$ cat config.mk
export PLATFORM = sky130hd
export DESIGN_NAME = spi_rd_seq
export DESIGN_NICKNAME = d
export VERILOG_FILES = /design/src/rtl/spi_rd_pkg.sv /design/src/rtl/spi_rd_shift.sv /design/src/rtl/spi_rd_ctrl.sv /design/src/rtl/spi_rd_seq.sv
export SDC_FILE = /design/constraint.sdc
export NUM_CORES = 1
export LEC_CHECK = 0
export CAP_MARGIN = 20
export CORE_UTILIZATION = 40
export DETAILED_ROUTE_END_ITERATION = 10
export GPL_TIMING_DRIVEN = 0
export HOLD_SLACK_MARGIN = 0.1
export PLACE_DENSITY_LB_ADDON = 0.08
export SETUP_SLACK_MARGIN = 0.3
export SLEW_MARGIN = 20
export SYNTH_ARGS = -nofsm -noshare
export SYNTH_HDL_FRONTEND = slang
export SYNTH_SLANG_ARGS = --single-unit
export TNS_END_PERCENT = 20
$ cat constraint.sdc
create_clock -name clk -period 2.65 [get_ports clk]
set_input_delay 0.265 -clock clk [delete_from_list [all_inputs] [get_ports clk]]
set_output_delay 0.265 -clock clk [all_outputs]
set_load 0.02 [all_outputs]
$ cat src/rtl/spi_rd_pkg.sv
package spi_rd_pkg;
    localparam int LEN_W     = 16;
    localparam int HDR_BYTES = 5;
    localparam int LEN_POS   = 3;
    localparam logic [7:0] CMD_RD = 8'h03;

    typedef enum logic [1:0] {
        ST_IDLE,
        ST_HEAD,
        ST_BODY,
        ST_REARM
    } rd_state_e;
endpackage

$ cat src/rtl/spi_rd_shift.sv
module spi_rd_shift #(
    parameter int HALF_DIV = 2
) (
    input  logic       clk,
    input  logic       rst_n,
    input  logic       start_i,
    input  logic [7:0] tx_i,
    input  logic       miso_i,
    output logic       sclk_o,
    output logic       mosi_o,
    output logic       done_o,
    output logic [7:0] rx_o
);
    localparam int CW = (HALF_DIV > 1) ? $clog2(HALF_DIV) : 1;

    typedef struct packed {
        logic          busy;
        logic [CW-1:0] div;
        logic [2:0]    bit_n;
        logic          sclk;
        logic          mosi;
        logic [7:0]    tx;
        logic [7:0]    rx;
        logic          done;
    } sh_t;

    sh_t r_q, r_d;

    always_comb begin
        r_d      = r_q;
        r_d.done = 1'b0;
        if (!r_q.busy) begin
            if (start_i) begin
                r_d.busy  = 1'b1;
                r_d.div   = '0;
                r_d.bit_n = '0;
                r_d.tx    = tx_i;
            end
        end else if (r_q.div == CW'(HALF_DIV - 1)) begin
            r_d.div  = '0;
            r_d.sclk = !r_q.sclk;
            if (!r_q.sclk) begin
                r_d.mosi = r_q.tx[7];
                r_d.tx   = {r_q.tx[6:0], 1'b0};
            end else begin
                r_d.rx    = {r_q.rx[6:0], miso_i};
                r_d.bit_n = r_q.bit_n + 3'd1;
                if (r_q.bit_n == 3'd7) begin
                    r_d.busy = 1'b0;
                    r_d.done = 1'b1;
                end
            end
        end else begin
            r_d.div = r_q.div + CW'(1);
        end
    end

    always_ff @(posedge clk or negedge rst_n) begin
        if (!rst_n) r_q <= '0;
        else        r_q <= r_d;
    end

    assign sclk_o = r_q.sclk;
    assign mosi_o = r_q.mosi;
    assign done_o = r_q.done;
    assign rx_o   = r_q.rx;

    // the sequencer only asks for a byte when the shifter is free
    p_start_idle_r3: assert property (@(posedge clk) disable iff (!rst_n)
        start_i |-> !r_q.busy);

    // byte completion is a single-cycle event
    p_done_pulse_r8: assert property (@(posedge clk) disable iff (!rst_n)
        r_q.done |=> !r_q.done);
endmodule

$ cat src/rtl/spi_rd_ctrl.sv
module spi_rd_ctrl
    import spi_rd_pkg::*;
(
    input  logic       clk,
    input  logic       rst_n,
    input  logic       irq_n_i,
    input  logic       done_i,
    input  logic [7:0] rx_i,
    output logic       start_o,
    output logic [7:0] tx_o,
    output logic       cs_n_o,
    output logic       busy_o,
    output logic       rd_valid_o,
    output logic [7:0] rd_data_o,
    output logic       rd_last_o
);
    typedef struct packed {
        rd_state_e        st;
        logic [2:0]       hidx;
        logic [7:0]       len_hi;
        logic [LEN_W-1:0] len;
        logic [LEN_W-1:0] cnt;
        logic             cs_n;
        logic             go;
        logic [7:0]       tx;
        logic             valid;
        logic [7:0]       data;
        logic             last;
    } ct_t;

    ct_t r_q, r_d;
    logic [LEN_W-1:0] len_new;
    logic [LEN_W-1:0] cnt_inc;

    assign len_new = LEN_W'({r_q.len_hi, rx_i});
    assign cnt_inc = r_q.cnt + LEN_W'(1);

    always_comb begin
        r_d       = r_q;
        r_d.go    = 1'b0;
        r_d.valid = 1'b0;
        r_d.last  = 1'b0;
        unique case (r_q.st)
            ST_IDLE: begin
                if (!irq_n_i) begin
                    r_d.st   = ST_HEAD;
                    r_d.cs_n = 1'b0;
                    r_d.hidx = '0;
                    r_d.go   = 1'b1;
                    r_d.tx   = CMD_RD;
                end
            end
            ST_HEAD: begin
                if (done_i) begin
                    r_d.hidx = r_q.hidx + 3'd1;
                    r_d.tx   = 8'h00;
                    if (r_q.hidx == 3'(LEN_POS)) r_d.len_hi = rx_i;
                    if (r_q.hidx == 3'(HDR_BYTES - 1)) begin
                        r_d.len = len_new;
                        r_d.cnt = '0;
                        if (len_new == '0) begin
                            r_d.st   = ST_REARM;
                            r_d.cs_n = 1'b1;
                        end else begin
                            r_d.st = ST_BODY;
                            r_d.go = 1'b1;
                        end
                    end else begin
                        r_d.go = 1'b1;
                    end
                end
            end
            ST_BODY: begin
                if (done_i) begin
                    r_d.valid = 1'b1;
                    r_d.data  = rx_i;
                    r_d.cnt   = cnt_inc;
                    if (cnt_inc == r_q.len) begin
                        r_d.last = 1'b1;
                        r_d.st   = ST_REARM;
                        r_d.cs_n = 1'b1;
                    end else begin
                        r_d.go = 1'b1;
                    end
                end
            end
            default: begin
                if (irq_n_i) r_d.st = ST_IDLE;
            end
        endcase
    end

    always_ff @(posedge clk or negedge rst_n) begin
        if (!rst_n) begin
            r_q      <= '0;
            r_q.st   <= ST_IDLE;
            r_q.cs_n <= 1'b1;
        end else begin
            r_q <= r_d;
        end
    end

    assign start_o    = r_q.go;
    assign tx_o       = r_q.tx;
    assign cs_n_o     = r_q.cs_n;
    assign busy_o     = !r_q.cs_n;
    assign rd_valid_o = r_q.valid;
    assign rd_data_o  = r_q.data;
    assign rd_last_o  = r_q.last;

    // chip select only falls after irq_n was low
    p_cs_fall_irq_r2: assert property (@(posedge clk) disable iff (!rst_n)
        $fell(r_q.cs_n) |-> $past(!irq_n_i));

    // the last flag never appears without a byte
    p_last_valid_r7: assert property (@(posedge clk) disable iff (!rst_n)
        r_q.last |-> r_q.valid);

    // bytes other than the final one arrive while the bus is held
    p_mid_valid_cs_r6: assert property (@(posedge clk) disable iff (!rst_n)
        (r_q.valid && !r_q.last) |-> !r_q.cs_n);

    // a lingering low request does not restart a read
    p_rearm_r10: assert property (@(posedge clk) disable iff (!rst_n)
        (r_q.st == ST_REARM && !irq_n_i) |=> r_q.cs_n);
endmodule

$ cat src/rtl/spi_rd_seq.sv
module spi_rd_seq #(
    parameter int HALF_DIV = 2
) (
    input  logic       clk,
    input  logic       rst_n,
    input  logic       irq_n,
    input  logic       miso,
    output logic       sclk,
    output logic       mosi,
    output logic       cs_n,
    output logic       busy,
    output logic       rd_valid,
    output logic [7:0] rd_data,
    output logic       rd_last
);
    logic       start_w;
    logic [7:0] tx_w;
    logic       done_w;
    logic [7:0] rx_w;

    spi_rd_ctrl u_ctrl (
        .clk        (clk),
        .rst_n      (rst_n),
        .irq_n_i    (irq_n),
        .done_i     (done_w),
        .rx_i       (rx_w),
        .start_o    (start_w),
        .tx_o       (tx_w),
        .cs_n_o     (cs_n),
        .busy_o     (busy),
        .rd_valid_o (rd_valid),
        .rd_data_o  (rd_data),
        .rd_last_o  (rd_last)
    );

    spi_rd_shift #(.HALF_DIV(HALF_DIV)) u_shift (
        .clk     (clk),
        .rst_n   (rst_n),
        .start_i (start_w),
        .tx_i    (tx_w),
        .miso_i  (miso),
        .sclk_o  (sclk),
        .mosi_o  (mosi),
        .done_o  (done_w),
        .rx_o    (rx_w)
    );

    // serial clock rests low whenever the bus is released
    p_sclk_idle_r4: assert property (@(posedge clk) disable iff (!rst_n)
        cs_n |-> !sclk);
endmodule

==> Yosys cells after proc, flatten, opt, wreduce, memory -nomap -nowiden <==
Index checks and enable logic that the tools add are counted.
W data, S select, Z words.
{ "word_totals": {"reg_bits": 89, "in_bits": 4, "out_inout_bits": 14, "wordCells": 98} }
{ "classes": {"add_sub_neg": 4, "eq_ne": 15, "muxes": 38, "bitwise": 1, "reduce_logical": 21} }
{ "ops": {"columns": ["operator", "n"], "rows": [
  ["$mux W55", 1],
  ["$mux W33", 1],
  ["$pmux W16 S2", 1],
  ["$mux W10", 3],
  ["$mux W8", 3],
  ["$mux W22", 1],
  ["$reduce_and A3 Y1", 7],
  ["$mux W18", 1],
  ["$mux W9", 2],
  ["$add A16 B1 Y16 const B", 1],
  ["$eq A16 B16 Y1", 1],
  ["$logic_not A16 Y1", 1],
  ["$pmux W8 S2", 1],
  ["$mux W5", 3],
  ["$mux W1", 13],
  ["$pmux W2 S3", 2],
  ["$ne A2 B1 Y1 const B", 5],
  ["$mux W2", 4],
  ["$ne A2 B2 Y1 const B", 4],
  ["$reduce_and A7 Y1", 1],
  ["$add A3 B1 Y3 const B", 2],
  ["$eq A3 B3 Y1 const B", 2],
  ["$pmux W3 S2", 1],
  ["$reduce_and A6 Y1", 1],
  ["13 further kinds", 17]
]} }

==> Longest topological paths before layout <==
{ "depth": {"ltp_word": 5, "depth_mapped": 10, "mapped_depth_nobuf": 8} }

==> Hierarchy <==
A second synthesis with hierarchy kept.
{ "unflattened": {"cells_unflattened": 425, "area_unflattened_um2": 4342.9} }
{ "modules_own_cells": {"columns": ["mod", "instances", "cells_per_inst", "area_per_inst_um2", "seq_area_each_um2"], "rows": [
  ["spi_rd_ctrl", 1, 329, 3255.6, 1452.6],
  ["spi_rd_shift", 1, 96, 1087.3, 600.6]
]} }

==> Worst setup path before layout <==
OpenSTA, ideal clock, no wires.
{ "synth_timing": {"path_kind": "register to register", "startpoint": "register u_ctrl.r_q[20] in the netlist's numbering", "endpoint": "register u_ctrl.r_q[64] in the netlist's numbering", "setup_time_ps": 65, "arrival_ps": 2318, "required_ps": 2585, "path_slack_ps": 267, "stages_incl_launch_ff": 10, "n_path_buf": 1, "period_less_slack_ps": 2383, "cell_sequence": "dfrtp_1 ha_1 clkbuf_4 nand3_2 or4_1 o211ai_1 a21o_2 nand4_2 a2111o_1 nand2_1"} }
{ "synth_between": {"elab_chain_cells": 4} }
{ "synth_lines": {"columns": ["item", "line_no", "source"], "rows": [
  ["from (decl)", "spi_rd_ctrl.sv:31", "ct_t r_q, r_d;"],
  ["from (signal assigned)", "spi_rd_ctrl.sv:99", "r_q <= r_d;"],
  ["$add A16 B1 Y16", "spi_rd_ctrl.sv:36", "assign cnt_inc = r_q.cnt + LEN_W'(1);"],
  ["$eq A16 B16 Y1", "spi_rd_ctrl.sv:78", "if (cnt_inc == r_q.len) begin"],
  ["$ne A2 B1 Y1 (no source line)", null, null],
  ["$reduce_and A6 Y1 (no source line)", null, null]
]} }
Every way passes these cells.
A chain may end at the register's enable or synchronous reset.

==> Worst setup path after layout <==
{ "layout_timing": {"startpoint": "register u_ctrl.r_q[28] in the netlist's numbering", "endpoint": "register u_ctrl.r_q[64] in the netlist's numbering"} }
Same word-level chain as after synthesis.

==> impl_metrics.json <==
{
  "avgViaCountPerCell": 5.39,
  "numPortBuffers": 17,
  "drc": 0,
  "routed_wl_microns": 10200,
  "io_pins": 18,
  "synth-seq-cells": 82,
  "path_clk_slew_ps": 90,
  "vias": 3428,
  "clock_latency_ps": 350,
  "synth_cell_type_count": 72,
  "fmax_ghz": 0.430,
  "cts_tree": "built",
  "final_common_cell": "dfrtp_1",
  "synth-main-ff-cell": "dfrtp_1",
  "crit_type": "reg -> reg",
  "critPathMaxFanout": 10,
  "seq_area_frac_synth_pct": 45.9,
  "synth_warnings": 0,
  "final_core_util_pct": 49.6,
  "drv_cap": 0,
  "grt_pass1_wl_microns": 16800,
  "core_sq_um": 10900,
  "pre_cts_slack_ps": -77.1,
  "die-area_sq_um": 11600,
  "overflow": 0,
  "finalSetupViolations": 0,
  "wl_per_cell_microns": 16.1,
  "critPathLaunchType": "flip-flop",
  "cp_slowest_cell": "o41a_2",
  "area_growth_pct": 20.7,
  "clk_path_buf_depth": 2,
  "cp.buffers_inverters": 1,
  "avgSynthCellArea_sq_um": 10.1,
  "final_nets": 506,
  "status": "complete, no violations",
  "end_kind": "flip-flop",
  "slew_headroom_pct": 56.3,
  "p_leak_uw": 0.00248,
  "synth_edf_count": 0,
  "reg2reg_slack_ps": 320,
  "worst_ir_drop_vdd_mv": 0.501,
  "syn_area_sq_um": 4470,
  "power_uw": 3240,
  "gp_congestion": 0.773,
  "drtIter0Drc": 175,
  "root_buffer": "clkbuf_8",
  "h-tree-depth": 3,
  "power_density_nw_per_um2": 601,
  "fin_crit_ps": 2330,
  "r2r-end": "u_ctrl.r_q[64]$_DFFE_PN0P_",
  "cp.arrival_ps": 2620,
  "required_ps": 2950,
  "postSynthCellCount": 443,
  "period_share_pct": 87.8,
  "setup_slack_ps": 323,
  "hold_viol": 0,
  "worstHoldPathType": "in -> async",
  "grtUsageTotal_pct": 18.6,
  "slew_viol_final": 0,
  "diodes": 0,
  "fp.dieW_microns": 108,
  "worstPathCellList": "buf_6, nand4_2, o41a_2, o22ai_1, o21a_1, nand4_4, a2111o_1, nand2_1",
  "grt_setup_unrepaired": "yes",
  "synthesis.nets": 458,
  "cts.sinks": 82,
  "grt_start_max_net_pins": 44,
  "dp_hpwl_microns": 6890,
  "cpPeakStageDelay_ps": 490,
  "std_cell_rows": 38,
  "die-height_microns": 108,
  "layout_common_cells": "dfrtp_1 (74), nand2_1 (69), mux2_2 (32), buf_4 (27), o21ai_0 (26)",
  "firstDrtPassIters": 4,
  "skew_ps": 10.9,
  "worst_pin_slew_ps": 656,
  "antenna_found_initial": 0,
  "start_util_pct": 41.1,
  "drive_gt1_share_pct": 26.8,
  "r2r_cells": 8,
  "antenna_left": 0,
  "numCtsBuffers": 9,
  "grt_pass1_vias": 3264,
  "critPathTopFamily": "compound AO/OA/AOI/OAI gates",
  "async_flop_share_pct": 100,
  "r2r_start": "u_ctrl.r_q[28]$_DFFE_PN0P_"
}
-- what timing repair did --
action	CTS	global route
buffers inserted	6	11
setup endpoints to repair	20	24
hold endpoints to repair	39	0
hold buffers	1	0
pin swaps	4	16
cloned	0	1
resized for setup	6	40
-- cells in the mapped netlist (all sizes together), types with 2 or more instances --
cell type  number  area share [%]
nor3            5            0.56
ha             11             3.1
inv            15             1.3
nand2b          4            0.56
dfrtp          81              45
buf            18             3.3
o41ai           3            0.59
nor4            6             1.3
a211oi          2            0.45
a21oi          13             1.5
nor2b           2            0.28
a221o           2            0.48
or4             4            0.67
nand3b          3            0.50
or2             3            0.42
a31oi           4            0.56
nand2          70             5.9
clkbuf         14             1.7
a2111oi         2            0.53
o31ai           6             1.3
nand3          27             3.1
and4            2            0.39
a221oi          2            0.39
nor2           18             1.6
and3            3            0.42
or3             3            0.42
mux2           33             8.3
and2            5            0.73
xor2            5            0.98
o21a            2            0.34
a22o            4            0.78
o21ai          29             3.2
nand4          10             2.3
o211ai          3            0.50
xnor2           9             1.8
-- flip-flops by register name, indices dropped and copies added, names as in the netlist --
| register | cells |
|---|---|
| u_ctrl.r_q | 37 |
| u_shift.r_q | 13 |
| u_ctrl.len_new | 8 |
| u_ctrl.rd_data_o | 8 |
| u_shift.rx_o | 8 |
| u_ctrl.cs_n_o | 1 |
| u_ctrl.rd_last_o | 1 |
| u_ctrl.rd_valid_o | 1 |
| u_ctrl.start_o | 1 |
| u_ctrl.tx_o | 1 |
| u_shift.done_o | 1 |
| u_shift.mosi_o | 1 |
| u_shift.sclk_o | 1 |
-- layer usage --
layer / wire length (microns) / track usage, % / vias up
met5: 0 / 0 / -
met4: 89 / 6.16 / 0
met3: 206 / 2.42 / 7
met2: 4880 / 29.3 / 31
met1: 5030 / 26.4 / 1698
li1: - / - / 1692
-- stage by stage --
step	TNS, ps	instances	hold slack (ps)	area (sq um)
finish	0	636	439	5400
floorplan	0	443	-30.6	4480
detailed placement	-77.1	601	287	4850
CTS	0	624	420	5140
global route	0	636	423	5400
global placement	-145470	600	449	4820
-- how the worst max path moves through the flow --
stage | start | to | slack (ps) | cells past startpoint
floorplan | u_ctrl.r_q[21]$_DFFE_PN0P_ | u_ctrl.r_q[64]$_DFFE_PN0P_ | 320 | 9
global placement | rst_n | u_ctrl.r_q[20]$_DFFE_PN0P_ | -2110 | 1
detailed placement | u_ctrl.r_q[21]$_DFFE_PN0P_ | u_ctrl.r_q[64]$_DFFE_PN0P_ | -80 | 9
CTS | u_ctrl.r_q[22]$_DFFE_PN0P_ | u_ctrl.r_q[64]$_DFFE_PN0P_ | 220 | 8
global route | u_ctrl.r_q[20]$_DFFE_PN0P_ | u_ctrl.r_q[64]$_DFFE_PN0P_ | 250 | 9
finish | u_ctrl.r_q[28]$_DFFE_PN0P_ | u_ctrl.r_q[64]$_DFFE_PN0P_ | 320 | 8
-- logic make-up (layout without fill, tap and decap cells) --
group,after synthesis,after routing,share of synthesized area [%]
AND/OR/NAND/NOR,169,169,20.0
AO/OA/AOI/OAI,86,86,13.5
flip-flops,82,82,45.9
buffers and inverters,47,100,6.26
multiplexers,34,34,8.53
XOR/XNOR,14,14,2.74
adder cells (fa/ha/maj),11,11,3.08
-- final cells by class --
| class | instances | area (sq um) |
|---|---|---|
| Multi-Input combinational cell | 314 | 2280 |
| Clock buffer | 10 | 128 |
| Timing Repair Buffer | 37 | 374 |
| Fill cell | 1030 | 5490 |
| Sequential cell | 82 | 2060 |
| Clock inverter | 6 | 72.6 |
| Tap cell | 140 | 175 |
| Inverter | 15 | 56.3 |
| Buffer | 32 | 249 |
-- where the power goes --
group	total (uW)	switching [uW]	internal [uW]
Clock	944	498	447
Sequential	1610	186	1420
Combinational	693	419	274
Power figures use the tool's default switching activity.
